===== src/rtl/subtone_pkg.sv =====
package subtone_pkg;

  // Nominal frequency in tenths of a hertz for each code; 0 means no tone.
  function automatic int tone_tenths(input int code);
    case (code)
      1: return 670;   2: return 693;   3: return 719;   4: return 744;
      5: return 770;   6: return 797;   7: return 825;   8: return 854;
      9: return 885;   10: return 915;  11: return 948;  12: return 974;
      13: return 1000; 14: return 1035; 15: return 1072; 16: return 1109;
      17: return 1148; 18: return 1188; 19: return 1230; 20: return 1273;
      21: return 1318; 22: return 1365; 23: return 1413; 24: return 1462;
      25: return 1514; 26: return 1567; 27: return 1622; 28: return 1679;
      29: return 1738; 30: return 1773; 31: return 1799; 32: return 1835;
      33: return 1862; 34: return 1899; 35: return 1928; 36: return 1966;
      37: return 1995; 38: return 2035; 39: return 2065; 40: return 2107;
      41: return 2181; 42: return 2257; 43: return 2291; 44: return 2336;
      45: return 2418; 46: return 2503; 47: return 2541;
      default: return 0;
    endcase
  endfunction

  // Rounded accumulator step before the left shift by inc_shift.
  function automatic int tone_incr(input int tenths, input int sample_hz,
                                   input int acc_w, input int inc_shift);
    longint num;
    longint den;
    num = longint'(tenths) << acc_w;
    den = (longint'(sample_hz) * 10) << inc_shift;
    return int'((2 * num + den) / (2 * den));
  endfunction

  // Rational half-wave sine approximation, error well below one LSB at 10 bits.
  function automatic int sine_point(input int idx, input int addr_w, input int amp);
    int half;
    int x;
    int p;
    int den;
    int mag;
    half = 1 << (addr_w - 1);
    x    = idx % half;
    p    = x * (half - x);
    den  = 5 * half * half - 4 * p;
    mag  = (2 * amp * 16 * p + den) / (2 * den);
    return (idx >= half) ? -mag : mag;
  endfunction

endpackage


===== src/rtl/subtone_prescaler.sv =====
module subtone_prescaler #(
  parameter int DIV = 500
) (
  input  logic clk,
  input  logic rst_n,
  output logic stb
);
  localparam int CW = (DIV > 2) ? $clog2(DIV) : 1;

  logic [CW-1:0] cnt;

  assign stb = (cnt == CW'(DIV - 1));

  always_ff @(posedge clk or negedge rst_n) begin
    if (!rst_n)   cnt <= '0;
    else if (stb) cnt <= '0;
    else          cnt <= cnt + 1'b1;
  end

  assert_strobe_gap_R1: assert property (@(posedge clk) disable iff (!rst_n)
    stb |=> !stb);
  assert_count_range_R1: assert property (@(posedge clk) disable iff (!rst_n)
    cnt <= CW'(DIV - 1));
endmodule


===== src/rtl/subtone_inc_rom.sv =====
module subtone_inc_rom
  import subtone_pkg::*;
#(
  parameter int CODE_W    = 6,
  parameter int INC_W     = 10,
  parameter int SAMPLE_HZ = 8000,
  parameter int ACC_W     = 16,
  parameter int INC_SHIFT = 2
) (
  input  logic [CODE_W-1:0] code,
  output logic [INC_W-1:0]  inc,
  output logic              tone_ok
);
  localparam int ENTRIES = 1 << CODE_W;

  logic [INC_W-1:0] rom [ENTRIES];

  for (genvar i = 0; i < ENTRIES; i++) begin : g_entry
    localparam int STEP = tone_incr(tone_tenths(i), SAMPLE_HZ, ACC_W, INC_SHIFT);
    assign rom[i] = INC_W'(STEP);
  end

  assign inc     = rom[code];
  assign tone_ok = |inc;
endmodule


===== src/rtl/subtone_phase.sv =====
module subtone_phase #(
  parameter int ACC_W     = 16,
  parameter int INC_W     = 10,
  parameter int INC_SHIFT = 2,
  parameter int ADDR_W    = 8
) (
  input  logic              clk,
  input  logic              rst_n,
  input  logic              stb,
  input  logic              active,
  input  logic [INC_W-1:0]  inc,
  input  logic              rev,
  output logic [ADDR_W-1:0] addr
);
  localparam int PAD = ACC_W - INC_W - INC_SHIFT;
  localparam logic [ACC_W-1:0] HALF_TURN = {1'b1, {(ACC_W-1){1'b0}}};

  logic [ACC_W-1:0] acc;
  logic [ACC_W-1:0] step;
  logic [ACC_W-1:0] acc_n;
  logic [ACC_W-1:0] phase;

  if (PAD > 0) begin : g_pad
    assign step = {{PAD{1'b0}}, inc, {INC_SHIFT{1'b0}}};
  end else begin : g_nopad
    assign step = ACC_W'({inc, {INC_SHIFT{1'b0}}});
  end

  assign acc_n = acc + step;
  assign phase = acc_n + (rev ? HALF_TURN : '0);
  assign addr  = phase[ACC_W-1 -: ADDR_W];

  always_ff @(posedge clk or negedge rst_n) begin
    if (!rst_n)   acc <= '0;
    else if (stb) acc <= active ? acc_n : '0;
  end

  assert_acc_between_strobes_R1: assert property (@(posedge clk) disable iff (!rst_n)
    !stb |=> $stable(acc));
  assert_idle_clears_R7: assert property (@(posedge clk) disable iff (!rst_n)
    (stb && !active) |=> (acc == '0));
endmodule


===== src/rtl/subtone_sine_rom.sv =====
module subtone_sine_rom
  import subtone_pkg::*;
#(
  parameter int ADDR_W = 8,
  parameter int SMP_W  = 10
) (
  input  logic [ADDR_W-1:0]       addr,
  output logic signed [SMP_W-1:0] value
);
  localparam int POINTS = 1 << ADDR_W;
  localparam int AMP    = (1 << (SMP_W - 1)) - 1;

  logic signed [SMP_W-1:0] rom [POINTS];

  for (genvar i = 0; i < POINTS; i++) begin : g_point
    localparam int V = sine_point(i, ADDR_W, AMP);
    assign rom[i] = SMP_W'(V);
  end

  assign value = rom[addr];
endmodule


===== src/rtl/subtone_gen.sv =====
module subtone_gen #(
  parameter int CLK_HZ    = 4_000_000,
  parameter int SAMPLE_HZ = 8000,
  parameter int CODE_W    = 6,
  parameter int INC_W     = 10,
  parameter int INC_SHIFT = 2,
  parameter int ACC_W     = 16,
  parameter int ADDR_W    = 8,
  parameter int SMP_W     = 10
) (
  input  logic                    clk,
  input  logic                    rst_n,
  input  logic [CODE_W-1:0]       tone_code,
  input  logic                    tx_en,
  input  logic                    phase_rev,
  output logic                    out_valid,
  input  logic                    out_ready,
  output logic signed [SMP_W-1:0] out_sample
);
  localparam int DIV = CLK_HZ / SAMPLE_HZ;

  logic                    stb;
  logic [INC_W-1:0]        inc;
  logic                    tone_ok;
  logic                    active;
  logic [ADDR_W-1:0]       addr;
  logic signed [SMP_W-1:0] sine_val;
  logic                    slot_free;

  subtone_prescaler #(.DIV(DIV)) u_presc (
    .clk(clk), .rst_n(rst_n), .stb(stb)
  );

  subtone_inc_rom #(
    .CODE_W(CODE_W), .INC_W(INC_W), .SAMPLE_HZ(SAMPLE_HZ),
    .ACC_W(ACC_W), .INC_SHIFT(INC_SHIFT)
  ) u_inc (
    .code(tone_code), .inc(inc), .tone_ok(tone_ok)
  );

  assign active = tx_en && tone_ok;

  subtone_phase #(
    .ACC_W(ACC_W), .INC_W(INC_W), .INC_SHIFT(INC_SHIFT), .ADDR_W(ADDR_W)
  ) u_phase (
    .clk(clk), .rst_n(rst_n), .stb(stb), .active(active),
    .inc(inc), .rev(phase_rev), .addr(addr)
  );

  subtone_sine_rom #(.ADDR_W(ADDR_W), .SMP_W(SMP_W)) u_sine (
    .addr(addr), .value(sine_val)
  );

  assign slot_free = !out_valid || out_ready;

  always_ff @(posedge clk or negedge rst_n) begin
    if (!rst_n) begin
      out_valid  <= 1'b0;
      out_sample <= '0;
    end else if (stb && slot_free) begin
      out_valid  <= 1'b1;
      out_sample <= active ? sine_val : '0;
    end else if (out_ready) begin
      out_valid  <= 1'b0;
    end
  end

  assert_valid_after_strobe_R1: assert property (@(posedge clk) disable iff (!rst_n)
    $rose(out_valid) |-> $past(stb));
  assert_stall_hold_R9: assert property (@(posedge clk) disable iff (!rst_n)
    (out_valid && !out_ready) |=> (out_valid && $stable(out_sample)));
  assert_idle_mid_R7: assert property (@(posedge clk) disable iff (!rst_n)
    (stb && slot_free && !tx_en) |=> (out_sample == '0));
  assert_notone_mid_R8: assert property (@(posedge clk) disable iff (!rst_n)
    (stb && slot_free && (tone_code == '0 || int'(tone_code) >= 48)) |=> (out_sample == '0));
endmodule


===== config.mk =====
export PLATFORM = sky130hd
export DESIGN_NAME = subtone_gen
export DESIGN_NICKNAME = d
export VERILOG_FILES = /design/src/rtl/subtone_pkg.sv /design/src/rtl/subtone_prescaler.sv /design/src/rtl/subtone_inc_rom.sv /design/src/rtl/subtone_phase.sv /design/src/rtl/subtone_sine_rom.sv /design/src/rtl/subtone_gen.sv
export SDC_FILE = /design/constraint.sdc
export NUM_CORES = 1
export LEC_CHECK = 0
export ABC_AREA = 1
export ABC_CLOCK_PERIOD_IN_PS = 3700
export BUFFER_PORTS_ARGS = -buffer_cell sky130_fd_sc_hd__buf_2
export CORE_UTILIZATION = 64
export DETAILED_ROUTE_END_ITERATION = 16
export PLACE_DENSITY_LB_ADDON = 0.2
export SLEW_MARGIN = 15
export SYNTH_ARGS = -nofsm -noshare
export SYNTH_HDL_FRONTEND = slang
export SYNTH_SLANG_ARGS = --single-unit

===== constraint.sdc =====
create_clock -name clk -period 3.7 [get_ports clk]
set_input_delay 0.74 -clock clk [delete_from_list [all_inputs] [get_ports clk]]
set_output_delay 0.74 -clock clk [all_outputs]
set_load 0.005 [all_outputs]

==> qor.csv, run 1 <==
metric;value;unit
ctsRootBufferMaster;sky130_fd_sc_hd__clkbuf_8;
die_width;94.3;microns
grtUsageTotal;85.3;%
remaining_global_route_overflow;109;
boundaryPins;22;
cts_hold_buf;0;
yosys-top-cells-count;sky130_fd_sc_hd__nand2_1 (350), sky130_fd_sc_hd__nand3_1 (146), sky130_fd_sc_hd__inv_1 (92), sky130_fd_sc_hd__nor2_1 (69), sky130_fd_sc_hd__o21ai_0 (49);
synth_enable_flop_cells;0;
clock_sink_count;34;
grt_start_max_net_pins;35;
row_count;33;
grt_pass1_wl;57.1;mm
yosys.cell_count.top_type;sky130_fd_sc_hd__nand2_1;
synthFlopType;sky130_fd_sc_hd__dfrtp_1;
max_root_sink_buffers;2;
syn-mean-instance-area;5.64;sq um
run.stop_error;[ERROR GRT-0116] Global routing finished with congestion. Check the congestion regions in the DRC Viewer.;
synth_cell_type_count;41;
synth_area_leaders;sky130_fd_sc_hd__nand2_1 (24%), sky130_fd_sc_hd__dfrtp_1 (16%), sky130_fd_sc_hd__nand3_1 (13%);
port-buffer-count;21;
initial_cell_density_of_the_core;66.4;%
placed_cells;1203;
mappedNetlistNets;1015;
stop_stage;5_1_grt;
h-tree-depth;2;
ys_async_sr_fraction;100;%
dpl.hpwl;15.7;mm
yosysSeqAreaShare;15.6;%
syn_inst;967;
synth_area_leader_cell;sky130_fd_sc_hd__nand2_1;
globalplace.congestion;1.22;
status;did not finish;
tritoncts.num_buffers;5;
ys.warnings.count;0;
number_of_global_route_vias_before_repair;10300;
post_synth_top_area_share;24.1;%
netlist_area;5450;sq um
synth_seq_cells;34;
dieHeight;94.3;microns
## per-stage QoR
| step | setup TNS (ns) | utilization, % | setup WS, ns | cell area (sq um) |
|---|---|---|---|---|
| CTS | -0.552 | 95.2 | -0.0756 | 7830 |
| detailed placement | -6.00 | 82.5 | -0.702 | 6780 |
| global placement | -3.86 | 82.5 | -0.510 | 6780 |
| floorplan | -0.178 | - | -0.112 | 5600 |
## routing by layer
metal	GRT overflow	GRT usage [%]
met1	9	84.9
met2	51	98.6
met3	9	70.9
met4	36	91.2
met5	4	38.7
## cell families after synthesis
group	Yosys count	share of synthesized area, %
buf+inv	138	12.3
xor+xnor	7	1.12
compound gates	121	12.1
mux	1	0.184
flops	34	15.6
simple gates	629	50.1
fa+ha+maj	37	8.63
## timing repair
action                                  CTS
resized for setup                       148
gates cloned                              5
endpoints found under the setup margin   10
pin swaps                                61
setup buffers                            22
==> run 2, diff against run 1 <==
--- a/config.mk
+++ b/config.mk
@@ -8,9 +8,9 @@
 export ABC_AREA = 1
 export ABC_CLOCK_PERIOD_IN_PS = 3700
 export BUFFER_PORTS_ARGS = -buffer_cell sky130_fd_sc_hd__buf_2
-export CORE_UTILIZATION = 64
+export CORE_UTILIZATION = 40
 export DETAILED_ROUTE_END_ITERATION = 16
-export PLACE_DENSITY_LB_ADDON = 0.2
+export PLACE_DENSITY_LB_ADDON = 0.15
 export SLEW_MARGIN = 15
 export SYNTH_ARGS = -nofsm -noshare
 export SYNTH_HDL_FRONTEND = slang
==> run 2 against run 1 <==
Effect of this change: the flow now finishes, with violations (negative setup slack); area after synthesis did not move; synthesized cell count stayed put.
==> qor.csv, run 2 <==
metric;value;unit;change
ant_nets;0;;
reg2reg_to;out_sample[0];;
tritoncts_clock_tree;built;;
worstMarginPinSlew;0.857;ns;
dr.pass1.iters;6;;
report.power.total;3.62;mW;
fin_skew;0.0160;ns;
complex_gate_fraction_of_the_synthesized_area;12.1;%;unchanged
global_route.usage.met2;48.8;%;
hold_path.class;register to register;;
post_synth_xor_area_fraction;1.12;%;unchanged
die_width;119;microns;was 94.3 microns
rsz_0062_raised_after_global_routing;true;;
cellLeakagePower;4.47;nW;
regToRegSetupSlack;0.88;ns;
synth_mux_area_share;0.184;%;unchanged
setup.worst_path.start_class;input port;;
drive_above_1_share;38.9;%;
timing.slew.headroom;42.9;%;
drt_first_iter_violations;867;;
routed_wl;23.8;mm;
largest_reg_flops;14;;
biggest_register;u_phase.acc;;
globalplace.congestion;1.05;;was 1.22
worstPathArrival;4.11;ns;
hold_path_depth;2;;
timing.critical_path.mode_cell;sky130_fd_sc_hd__nand2_1;;
power_per_cell_area;417;nW/um^2;
r2r-start;u_phase.acc[2];;
syn_inst;967;;unchanged
synthSimpleGateAreaFrac;50.1;%;unchanged
worst-path-max-fanout;5;;
boundaryPins;22;;unchanged
finalCoreUtilization;65.5;%;
post_drt_via_cell_ratio;5.59;;
setup_slack;-0.213;ns;
ys_async_sr_fraction;100;%;unchanged
drc;0;;
initial_cell_density_of_the_core;41.2;%;was 66.4%
nNetsFinal;1231;;
clock_latency_on_the_worst_skew_pair;0.30;ns;
area_growth_syn_to_layout;59.0;%;
fill_cells;1167;;
synthFlopType;sky130_fd_sc_hd__dfrtp_1;;unchanged
critPathRequiredTime;3.89;ns;
fmax_achieved;256;MHz;
grt_start_max_net_pins;35;;
via_count;7599;;
remaining_global_route_overflow;0;;
final.min_clock_period;3.91;ns;
grt_pass1_wl;35.6;mm;
setup-tns-final;-1.56;ns;
grt_busiest_layer;met2;;
syn-mean-instance-area;5.64;sq um;unchanged
ctsRootBufferMaster;sky130_fd_sc_hd__clkbuf_16;;was sky130_fd_sc_hd__clkbuf_8
timing.final.crit_share;106;%;
largest_registers;u_phase.acc (14), out_sample (10), u_presc.cnt (9);;
clkTransAtPathRegs;0.08;ns;
dominant_combinational_cell_family_by_area_after_synthesis;simple AND/OR/NAND/NOR gates;;unchanged
yosys-top-cells-count;sky130_fd_sc_hd__nand2_1 (350), sky130_fd_sc_hd__nand3_1 (146), sky130_fd_sc_hd__inv_1 (92), sky130_fd_sc_hd__nor2_1 (69), sky130_fd_sc_hd__o21ai_0 (49);;unchanged
netlist_area;5450;sq um;unchanged
use_met3;6.71;%;
antenna_cells;0;;
yosys.cell_count.top_type;sky130_fd_sc_hd__nand2_1;;unchanged
maxSlewViolCount;0;;
timing.hold.worst_endpoint;out_sample[8];;
post-place-ws;-0.735;ns;was -0.702 ns
yosysSeqAreaShare;15.6;%;unchanged
synth_fa_ha_area_share;8.63;%;unchanged
post_synth_top_area_share;24.1;%;unchanged
critical_path.max_stage_delay;0.30;ns;
synth_cell_type_count;41;;unchanged
timing.hold.worst.start;out_sample[8];;
h-tree-depth;2;;unchanged
avgRoutedWirePerCell;17.5;microns;
row_count;42;;was 33
reg2reg_depth;19;;
synth_area_leaders;sky130_fd_sc_hd__nand2_1 (24%), sky130_fd_sc_hd__dfrtp_1 (16%), sky130_fd_sc_hd__nand3_1 (13%);;unchanged
mappedNetlistNets;1015;;unchanged
grtUsageMet1;42.1;%;
dpl.hpwl;16.1;mm;was 15.7 mm
dieArea;14100;sq um;
max_root_sink_buffers;2;;unchanged
dieHeight;119;microns;was 94.3 microns
initial_antenna_violation_count;0;;
timing.critical_path.slowest_stage_cell;sky130_fd_sc_hd__ha_4;;
setup_viol;16;;
tritoncts.num_buffers;5;;unchanged
hold_slack;0.471;ns;
crit_type;input port to register;;
ys.warnings.count;0;;unchanged
number_of_global_route_vias_before_repair;7016;;
mostFrequentLayoutCells;sky130_fd_sc_hd__nand2_1 (298), sky130_fd_sc_hd__buf_4 (192), sky130_fd_sc_hd__nand3_1 (119);;
synth_area_leader_cell;sky130_fd_sc_hd__nand2_1;;unchanged
failed_checks;negative setup slack;;
core_ar;13200;sq um;
port-buffer-count;21;;unchanged
timing.max_cap.violations;0;;
max-vdd-ir-drop;0.243;mV;
hold_viol;0;;
clock_sink_count;34;;unchanged
status;finished, violations left;;was did not finish
critical_path.endpoint_type;register;;
synth_seq_cells;34;;unchanged
most_common_cell_after_layout_fill_and_taps_aside;sky130_fd_sc_hd__nand2_1;;
grtUsageTotal;31.5;%;
synth_enable_flop_cells;0;;unchanged
[run 2: cell type report]
cell class	instances	area [sq um]	area share, %
Clock inverter	3	68.8	0.794
Multi-Input combinational cell	797	4890	56.4
Sequential cell	34	851	9.81
Timing Repair Buffer	245	2100	24.2
Tap cell	176	220	2.54
Clock buffer	5	125	1.44
Inverter	100	415	4.79
[run 2: kinds of logic (layout without fill, tap and decap cells)]
family | count (synthesis) | count (layout)
AND/OR/NAND/NOR | 629 | 631
adder cells (fa/ha/maj) | 37 | 37
buffers and inverters | 138 | 353
flip-flops | 34 | 34
XOR/XNOR | 7 | 7
multiplexers | 1 | 1
AO/OA/AOI/OAI | 121 | 121
[run 2: report_power, final]
part	internal (mW)	switching (mW)	leakage, nW	total (mW)
clock network	0.388	0.198	0.0940	0.586
registers	0.374	0.00132	0.384	0.376
logic	1.11	1.55	3.99	2.65
[run 2: what timing repair did]
action	CTS	global route
buffers inserted	27	27
endpoints found under the setup margin	10	22
resized for setup	100	126
hold endpoints to repair	0	0
cloned	2	4
pin swaps	45	66
hold buffers	0	0
[run 2: metrics by stage]
| step | std cells | instance area [sq um] |
|---|---|---|
| 2_1_floorplan | 967 | 5600 |
| 3_3_place_gp | 1292 | 7020 |
| 3_5_place_dp | 1292 | 7020 |
| 6_report | 1360 | 8670 |
| 5_1_grt | 1360 | 8670 |
| 4_1_cts | 1329 | 7870 |
[run 2: worst max-delay path by stage]
stage               slack, ns            end    startpoint  depth (start not counted)
floorplan               -0.11  out_sample[3]  tone_code[1]                         28
global placement        -0.74  out_sample[1]  tone_code[1]                         28
detailed placement      -0.74  out_sample[1]  tone_code[1]                         28
CTS                     -0.13  out_sample[1]  tone_code[1]                         30
global route            -0.40  out_sample[0]  tone_code[1]                         29
finish                  -0.21  out_sample[3]  tone_code[1]                         29
[run 2: critical path, delay by kind of cell]
family          cells  cell delay (ns)
buf+inv             6             0.73
compound gates      4             0.53
fa+ha+maj           3             0.73
simple gates       16             1.36
[run 2: per-layer routing]
layer  part of all wire [%]  wire length, microns
met1                     40                  9610
met2                     45                 10600
met3                     10                  2490
met4                    4.4                  1040
met5                      0                     0
No activity file was read; power rests on OpenSTA's default activity.
==> run 3, diff against run 2 <==
--- a/config.mk
+++ b/config.mk
@@ -8,6 +8,8 @@
 export ABC_AREA = 1
 export ABC_CLOCK_PERIOD_IN_PS = 3700
 export BUFFER_PORTS_ARGS = -buffer_cell sky130_fd_sc_hd__buf_2
+export CELL_PAD_IN_SITES_DETAIL_PLACEMENT = 0
+export CELL_PAD_IN_SITES_GLOBAL_PLACEMENT = 1
 export CORE_UTILIZATION = 40
 export DETAILED_ROUTE_END_ITERATION = 16
 export PLACE_DENSITY_LB_ADDON = 0.15
==> run 3 against run 2 <==
Effect of this change: the run still ends with negative setup slack left; cell area shrank 6.1%; fmax decreased by 0.67%; clock-buffer cell count is 1 higher; register-to-register slack worse by 0.03 ns; hold slack worse by 0.017 ns; power fell by 4.3%; highest routed layer unchanged; first-iteration DRC count is 15% lower; utilization is 4.0 points lower; global-route usage grew 0.34 points; cell count shrank 1.8%; via count decreased by 5.0%; sequential share of layout area increased by 0.64 points.
==> qor.csv, run 3 (same netlist as run 2, synthesis figures left out) <==
metric;value;unit;change
status;finished, violations left;;unchanged
failed_checks;negative setup slack;;unchanged
hold_viol;0;;unchanged
boundaryPins;22;;unchanged
avgRoutedWirePerCell;16.8;microns;was 17.5 microns
crit_family;simple AND/OR/NAND/NOR gates;;unchanged
ctsRootBufferMaster;sky130_fd_sc_hd__clkbuf_16;;unchanged
reg2reg_depth;19;;unchanged
max-vdd-ir-drop;0.212;mV;was 0.243 mV
timing.slew.headroom;43.9;%;was 42.9%
dpl.hpwl;16.8;mm;was 16.1 mm
clock_sink_count;34;;unchanged
tritoncts_clock_tree;built;;unchanged
ant_nets;0;;unchanged
grt_pass1_wl;35.6;mm;about the same
worstMarginPinSlew;0.841;ns;was 0.857 ns
core_ar;13200;sq um;unchanged
timing.hold.worst.start;u_presc.cnt[0];;was out_sample[8]
largest_reg_flops;14;;unchanged
max_root_sink_buffers;2;;unchanged
worstPathArrival;4.16;ns;was 4.11 ns
cellLeakagePower;4.27;nW;was 4.47 nW
timing.critical_path.slowest_stage_cell;sky130_fd_sc_hd__fa_2;;was sky130_fd_sc_hd__ha_4
dieHeight;119;microns;unchanged
drive_above_1_share;34.3;%;was 38.9%
timing.critical_path.mode_cell;sky130_fd_sc_hd__nand2_1;;unchanged
postLayoutCellArea;8140;sq um;was 8670 sq um
port-buffer-count;21;;unchanged
critical_path.max_stage_delay;0.39;ns;was 0.30 ns
die_width;119;microns;unchanged
final.min_clock_period;3.94;ns;was 3.91 ns
hold_path.class;register to register;;unchanged
timing.hold.worst_endpoint;u_presc.cnt[0];;was out_sample[8]
h-tree-depth;2;;unchanged
use_met3;5.16;%;was 6.71%
power_per_cell_area;425;nW/um^2;was 417 nW/um^2
globalplace.congestion;0.996;;was 1.05
setup_slack;-0.239;ns;was -0.213 ns
drt_first_iter_violations;736;;was 867
largest_registers;u_phase.acc (14), out_sample (10), u_presc.cnt (9);;unchanged
initial_cell_density_of_the_core;41.2;%;unchanged
remaining_global_route_overflow;0;;unchanged
post_drt_via_cell_ratio;5.41;;was 5.59
finalCoreUtilization;61.4;%;was 65.5%
grt_busiest_layer;met2;;unchanged
cts_hold_buf;0;;unchanged
placement.cell_area;7070;sq um;was 7020 sq um
dr.pass1.iters;8;;was 6
drc;0;;unchanged
dieArea;14100;sq um;unchanged
via_count;7222;;was 7599
grt_start_max_net_pins;35;;unchanged
critical_path.endpoint_type;register;;unchanged
crit_type;input port to register;;unchanged
routed_wl;22.4;mm;was 23.8 mm
nNetsFinal;1206;;was 1231
fin_skew;0.00720;ns;was 0.0160 ns
tritoncts.num_buffers;5;;unchanged
regToRegSetupSlack;0.85;ns;was 0.88 ns
hold_path_depth;1;;was 2
fmax_achieved;254;MHz;was 256 MHz
area_growth_syn_to_layout;49.2;%;was 59.0%
timing.final.crit_share;106;%;about the same
clock_latency_on_the_worst_skew_pair;0.28;ns;was 0.30 ns
global_route.usage.met2;48.1;%;was 48.8%
number_of_global_route_vias_before_repair;6646;;was 7016
clkTransAtPathRegs;0.06;ns;was 0.08 ns
worst-path-max-fanout;9;;was 5
grtUsageMet1;45.0;%;was 42.1%
r2r-start;u_phase.acc[8];;was u_phase.acc[2]
reg2reg_to;out_sample[3];;was out_sample[0]
crit_buf_inv;4;;was 6
setup_viol;9;;was 16
report.power.total;3.46;mW;was 3.62 mW
antenna_cells;0;;unchanged
timing.max_cap.violations;0;;unchanged
most_common_cell_after_layout_fill_and_taps_aside;sky130_fd_sc_hd__nand2_1;;unchanged
grtUsageTotal;31.9;%;was 31.5%
mostFrequentLayoutCells;sky130_fd_sc_hd__nand2_1 (311), sky130_fd_sc_hd__buf_4 (174), sky130_fd_sc_hd__nand3_1 (127);;was sky130_fd_sc_hd__nand2_1 (298), sky130_fd_sc_hd__buf_4 (192), sky130_fd_sc_hd__nand3_1 (119)
setup.worst_path.start_class;input port;;unchanged
biggest_register;u_phase.acc;;unchanged
rsz_0062_raised_after_global_routing;true;;unchanged
initial_antenna_violation_count;0;;unchanged
critPathRequiredTime;3.92;ns;was 3.89 ns
maxSlewViolCount;0;;unchanged
fill_cells;1274;;was 1167
row_count;42;;unchanged
run 3: cell types whose count changed in the layout (fill, tap and decap cells not counted), moves of 5 or more:
cell                      change
sky130_fd_sc_hd__ha_1         +5
sky130_fd_sc_hd__nor2_1       +6
sky130_fd_sc_hd__nand3_2      -5
sky130_fd_sc_hd__nand2_1     +13
sky130_fd_sc_hd__buf_12       -5
sky130_fd_sc_hd__o21ai_1     -11
sky130_fd_sc_hd__buf_4       -18
sky130_fd_sc_hd__o21ai_0     +10
sky130_fd_sc_hd__nand3_1      +8
sky130_fd_sc_hd__nand2_2     -10
run 3: per-layer routing:
metal,routed length (microns),vias up
li1,-,3550
met1,9790,3300
met2,9830,315
met3,1960,57
met4,807,0
met5,0,-
run 3: report_power, final:
group	internal [mW]	switching, mW	leakage, nW
Clock	0.405	0.172	0.0971
Sequential	0.375	0.00150	0.384
Combinational	1.05	1.46	3.79
Total	1.83	1.64	4.27
run 3: stage by stage:
stage          setup TNS (ns)  cells  setup WS (ns)  hold slack, ns
3_3_place_gp            -6.83   1304         -0.794           0.458
3_5_place_dp            -6.57   1304         -0.765           0.450
4_1_cts                -0.835   1329         -0.114           0.458
6_report                -1.62   1335         -0.239           0.454
2_1_floorplan          -0.178    967         -0.112           0.433
5_1_grt                 -3.75   1335         -0.446           0.484
run 3: timing repair:
action | 4_1_cts | 5_1_grt
pin swaps | 48 | 31
resized for setup | 84 | 81
cloned | 1 | 1
endpoints found under the setup margin | 10 | 10
buffers inserted | 17 | 5
run 3: area by class of cell:
type                       count  area [sq um]  share of cell area [%]
clock buffer                   6           139                    1.71
clock inverter                 2          60.1                   0.738
inverter                     100           408                    5.01
multi-input combinational    796          4640                    57.1
sequential                    34           851                    10.5
tap                          176           220                    2.71
timing repair buffer         221          1810                    22.3
run 3: worst max-delay path by stage:
stage | startpoint | end | slack, ns | depth (start not counted)
after detailed placement | tone_code[1] | out_sample[1] | -0.76 | 28
final | tone_code[1] | out_sample[3] | -0.24 | 28
after floorplan | tone_code[1] | out_sample[3] | -0.11 | 28
after global placement | tone_code[1] | out_sample[1] | -0.79 | 28
after global routing | tone_code[1] | out_sample[7] | -0.45 | 25
after CTS | tone_code[1] | out_sample[3] | -0.11 | 31
run 3: worst reg2reg max path, stage by stage, from the launching register on:
cell                         delay (ns)
sky130_fd_sc_hd__dfrtp_1           0.39
sky130_fd_sc_hd__ha_1              0.37
sky130_fd_sc_hd__nand2_2           0.13
sky130_fd_sc_hd__inv_1             0.09
sky130_fd_sc_hd__a21oi_4           0.24
sky130_fd_sc_hd__nand3_2           0.17
sky130_fd_sc_hd__nand2_8           0.12
sky130_fd_sc_hd__ha_4              0.14
sky130_fd_sc_hd__clkinvlp_4        0.18
sky130_fd_sc_hd__nand2_4           0.20
sky130_fd_sc_hd__nand2_4           0.07
sky130_fd_sc_hd__nand2_2           0.08
sky130_fd_sc_hd__nand2_1           0.06
sky130_fd_sc_hd__nand2_1           0.07
sky130_fd_sc_hd__nand2_2           0.07
sky130_fd_sc_hd__o21ai_2           0.16
sky130_fd_sc_hd__nand2_1           0.07
sky130_fd_sc_hd__nand2_1           0.06
sky130_fd_sc_hd__nand3_1           0.07
sky130_fd_sc_hd__nand2_1           0.06
==> run 4, diff against run 3 <==
--- a/config.mk
+++ b/config.mk
@@ -5,7 +5,7 @@
 export SDC_FILE = /design/constraint.sdc
 export NUM_CORES = 1
 export LEC_CHECK = 0
-export ABC_AREA = 1
+export ABC_AREA = 0
 export ABC_CLOCK_PERIOD_IN_PS = 3700
 export BUFFER_PORTS_ARGS = -buffer_cell sky130_fd_sc_hd__buf_2
 export CELL_PAD_IN_SITES_DETAIL_PLACEMENT = 0
==> run 4 against run 3 <==
Effect of this change: the run still ends with negative setup slack left; hold slack improved by 0.022 ns; cell area increased by 20%; synthesized cell count decreased by 17%; critical path type unchanged; largest power group unchanged.
==> qor.csv, run 4 <==
metric;value;unit;change
die_width;120;microns;was 119 microns
hold_slack;0.477;ns;was 0.454 ns
via_count;8525;;was 7222
synth_area_leader_cell;sky130_fd_sc_hd__dfrtp_1;;was sky130_fd_sc_hd__nand2_1
clock_sink_count;34;;unchanged
drc;0;;unchanged
yosys-top-cells-count;sky130_fd_sc_hd__nor2_1 (85), sky130_fd_sc_hd__a21oi_1 (80), sky130_fd_sc_hd__nand2_1 (77), sky130_fd_sc_hd__o21ai_0 (70), sky130_fd_sc_hd__ha_1 (36);;was sky130_fd_sc_hd__nand2_1 (350), sky130_fd_sc_hd__nand3_1 (146), sky130_fd_sc_hd__inv_1 (92), sky130_fd_sc_hd__nor2_1 (69), sky130_fd_sc_hd__o21ai_0 (49)
dieHeight;120;microns;was 119 microns
total_area_of_multi_input_combinational_cells;5380;sq um;was 4640 sq um
timing.final.crit_share;136;%;was 106%
ctsRootBufferMaster;sky130_fd_sc_hd__clkbuf_16;;unchanged
largest_reg_flops;14;;unchanged
syn_inst;801;;was 967
mappedNetlistNets;849;;was 1015
grt_pass1_wl;44.2;mm;was 35.6 mm
critical_path.endpoint_type;register;;unchanged
nNetsFinal;1133;;was 1206
report.power.total;2.05;mW;was 3.46 mW
finalCoreUtilization;72.6;%;was 61.4%
critPathRequiredTime;3.88;ns;was 3.92 ns
synth_enable_flop_cells;0;;unchanged
status;finished, violations left;;unchanged
placement.cell_area;8000;sq um;was 7070 sq um
setup-tns-final;-11.04;ns;was -1.62 ns
worst-path-max-fanout;6;;was 9
largest_registers;u_phase.acc (14), out_sample (10), u_presc.cnt (9);;unchanged
row_count;42;;unchanged
timing.slew.headroom;43.5;%;was 43.9%
failed_checks;negative setup slack;;unchanged
boundaryPins;22;;unchanged
met3WireLength;3.97;mm;was 1.96 mm
ys_async_sr_fraction;100;%;unchanged
dpl.hpwl;21.4;mm;was 16.8 mm
yosys.cell_count.top_type;sky130_fd_sc_hd__nor2_1;;was sky130_fd_sc_hd__nand2_1
post_synth_top_area_share;15.2;%;was 24.1%
hold_viol;0;;unchanged
rsz_0062_raised_after_global_routing;true;;unchanged
tritoncts_clock_tree;built;;unchanged
wl_met1;12.0;mm;was 9.79 mm
core_ar;13500;sq um;was 13200 sq um
cp_cell_sequence;buf_8 > clkinvlp_4 > ha_4 > or2_4 > o21ai_2 > mux4_2 > o221a_4 > inv_2 > ha_4 > o211a_1 > a2111oi_2 > a211o_1 > buf_6 > ha_4 > buf_6 > nor2_2 > a21oi_1 > nor2_2 > nand2_2 > a31oi_4 > o221ai_2 > o2111ai_2 > o311ai_1 > a32o_1;;
antenna_cells;0;;unchanged
routed_wl;31.0;mm;was 22.4 mm
grt_start_max_net_pins;35;;unchanged
cts_hold_buf;0;;unchanged
setup.worst_path.start_class;input port;;unchanged
final.min_clock_period;5.03;ns;was 3.94 ns
maxUsedRoutingLayer;met4;;unchanged
fmax_achieved;199;MHz;was 254 MHz
p_int;1.27;mW;was 1.83 mW
placed_cells;1191;;was 1304
combPwrFrac;53.7;%;was 72.5%
netlist_area;5610;sq um;was 5450 sq um
met2_length;13.2;mm;was 9.83 mm
most_common_cell_after_layout_fill_and_taps_aside;sky130_fd_sc_hd__buf_4;;was sky130_fd_sc_hd__nand2_1
hold_path.class;register to register;;unchanged
dr.pass1.iters;7;;was 8
grtUsageTotal;39.5;%;was 31.9%
initial_cell_density_of_the_core;41.7;%;was 41.2%
worstMarginPinSlew;0.845;ns;was 0.841 ns
p_sw;774;uW;was 1.64 mW
synth_seq_cells;34;;unchanged
clock_latency_on_the_worst_skew_pair;0.29;ns;was 0.28 ns
biggest_register;u_phase.acc;;unchanged
syn-mean-instance-area;7.00;sq um;was 5.64 sq um
synthFlopType;sky130_fd_sc_hd__dfrtp_1;;unchanged
synth_cell_type_count;85;;was 41
reg2reg_depth;16;;was 19
drt_first_iter_violations;1155;;was 736
ant_nets;0;;unchanged
sequential_cell_area;851;sq um;unchanged
p_sw_share;37.8;%;was 47.3%
dieArea;14500;sq um;was 14100 sq um
cellLeakagePower;4.21;nW;was 4.27 nW
crit_type;input port to register;;unchanged
setup_viol;13;;was 9
hold_path_depth;1;;unchanged
area_growth_syn_to_layout;74.1;%;was 49.2%
synth_area_leaders;sky130_fd_sc_hd__dfrtp_1 (15%), sky130_fd_sc_hd__ha_1 (8.0%), sky130_fd_sc_hd__a21oi_1 (7.1%);;was sky130_fd_sc_hd__nand2_1 (24%), sky130_fd_sc_hd__dfrtp_1 (16%), sky130_fd_sc_hd__nand3_1 (13%)
worstPathArrival;5.21;ns;was 4.16 ns
fill_cells;1003;;was 1274
maxSlewViolCount;0;;unchanged
yosysSeqAreaShare;15.2;%;was 15.6%
post-place-ws;-1.51;ns;was -0.765 ns
critical_path.max_stage_delay;0.46;ns;was 0.39 ns
power_per_cell_area;210;nW/um^2;was 425 nW/um^2
max_root_sink_buffers;2;;unchanged
fin_skew;0.00967;ns;was 0.00720 ns
avgRoutedWirePerCell;24.5;microns;was 16.8 microns
power.share.sequential;18.2;%;was 10.9%
post_drt_via_cell_ratio;6.76;;was 5.41
max-vdd-ir-drop;0.192;mV;was 0.212 mV
globalplace.congestion;1.11;;was 0.996
initial_antenna_violation_count;0;;unchanged
postLayoutCellArea;9770;sq um;was 8140 sq um
timing.critical_path.slowest_stage_cell;sky130_fd_sc_hd__mux4_2;;was sky130_fd_sc_hd__fa_2
timing.critical_path.mode_cell;sky130_fd_sc_hd__ha_4;;was sky130_fd_sc_hd__nand2_1
stdcell_count;1262;;was 1335
setup_slack;-1.33;ns;was -0.239 ns
timing.max_cap.violations;0;;unchanged
clkTransAtPathRegs;0.07;ns;was 0.06 ns
drive_above_1_share;49.9;%;was 34.3%
number_of_global_route_vias_before_repair;7838;;was 6646
remaining_global_route_overflow;0;;unchanged
tritoncts.num_buffers;5;;unchanged
mostFrequentLayoutCells;sky130_fd_sc_hd__buf_4 (264), sky130_fd_sc_hd__a21oi_1 (69), sky130_fd_sc_hd__nand2_1 (65);;was sky130_fd_sc_hd__nand2_1 (311), sky130_fd_sc_hd__buf_4 (174), sky130_fd_sc_hd__nand3_1 (127)
pwr-share-clk;28.1;%;was 16.6%
ys.warnings.count;0;;unchanged
port-buffer-count;21;;unchanged
h-tree-depth;2;;unchanged
## run 4: cell types whose count changed after synthesis, moves of 16 or more
cell	delta
sky130_fd_sc_hd__a21oi_1	+42
sky130_fd_sc_hd__nor3_1	+21
sky130_fd_sc_hd__inv_1	-73
sky130_fd_sc_hd__nand2_1	-273
sky130_fd_sc_hd__nand3_1	-121
sky130_fd_sc_hd__nor2_1	+16
sky130_fd_sc_hd__buf_2	+19
sky130_fd_sc_hd__a22o_1	+16
sky130_fd_sc_hd__clkbuf_1	+30
sky130_fd_sc_hd__nand2_2	-21
sky130_fd_sc_hd__o21ai_0	+21
## run 4: kinds of logic after synthesis
group                    count (synthesis)  synth area share (%)
AO/OA/AOI/OAI                          318                  38.5
XOR/XNOR                                16                  2.63
adder cells (fa/ha/maj)                 37                  8.39
buffers and inverters                   96                  7.76
flip-flops                              34                  15.2
multiplexers                            10                  2.70
AND/OR/NAND/NOR                        290                  24.8
## run 4: worst paths after layout
kind | slack [ns] | to | start
setup / recovery | -1.33 | out_sample[4] | tone_code[1]
hold / removal | 0.48 | u_presc.cnt[8] | u_presc.cnt[8]
setup reg to reg | -0.07 | out_sample[4] | u_phase.acc[7]
hold reg to reg | 0.48 | u_presc.cnt[8] | u_presc.cnt[8]
max in group asynchronous | 2.64 | out_sample[7] | rst_n
min in group asynchronous | 0.54 | u_phase.acc[14] | rst_n
## run 4: layer usage
layer | up-vias | global-route usage (%)
li1 | 3603 | -
met1 | 4041 | 52.4
met2 | 651 | 60.9
met3 | 230 | 11.3
met4 | 0 | 13.7
met5 | - | 0
## run 4: critical path, delay by kind of cell
| family | cells | cell delay (ns) |
|---|---|---|
| compound gates | 11 | 2.22 |
| mux | 1 | 0.46 |
| buf+inv | 5 | 0.50 |
| simple gates | 4 | 0.55 |
| fa+ha+maj | 3 | 0.73 |
## run 4: area by class of cell
class / count / share of cell area (%)
clock inverter: 3 / 0.704
multi-input combinational: 671 / 55.1
clock buffer: 5 / 1.28
timing repair buffer: 352 / 30.9
inverter: 21 / 1.05
sequential: 34 / 8.71
tap: 176 / 2.25
## run 4: repair_timing
action	4_1_cts	5_1_grt
cloned	0	1
endpoints found under the setup margin	13	16
buffers inserted	24	47
hold endpoints to repair	0	0
gates resized for setup	94	167
pin swaps	42	82
## run 4: power groups by stage
stage	clock network [mW]	logic, mW	registers, mW
CTS	0.569	0.912	0.372
global route	0.580	1.14	0.372
detailed placement	0	0.838	0.379
floorplan	0	0.453	0.379
finish	0.576	1.10	0.372
global placement	0	0.829	0.379
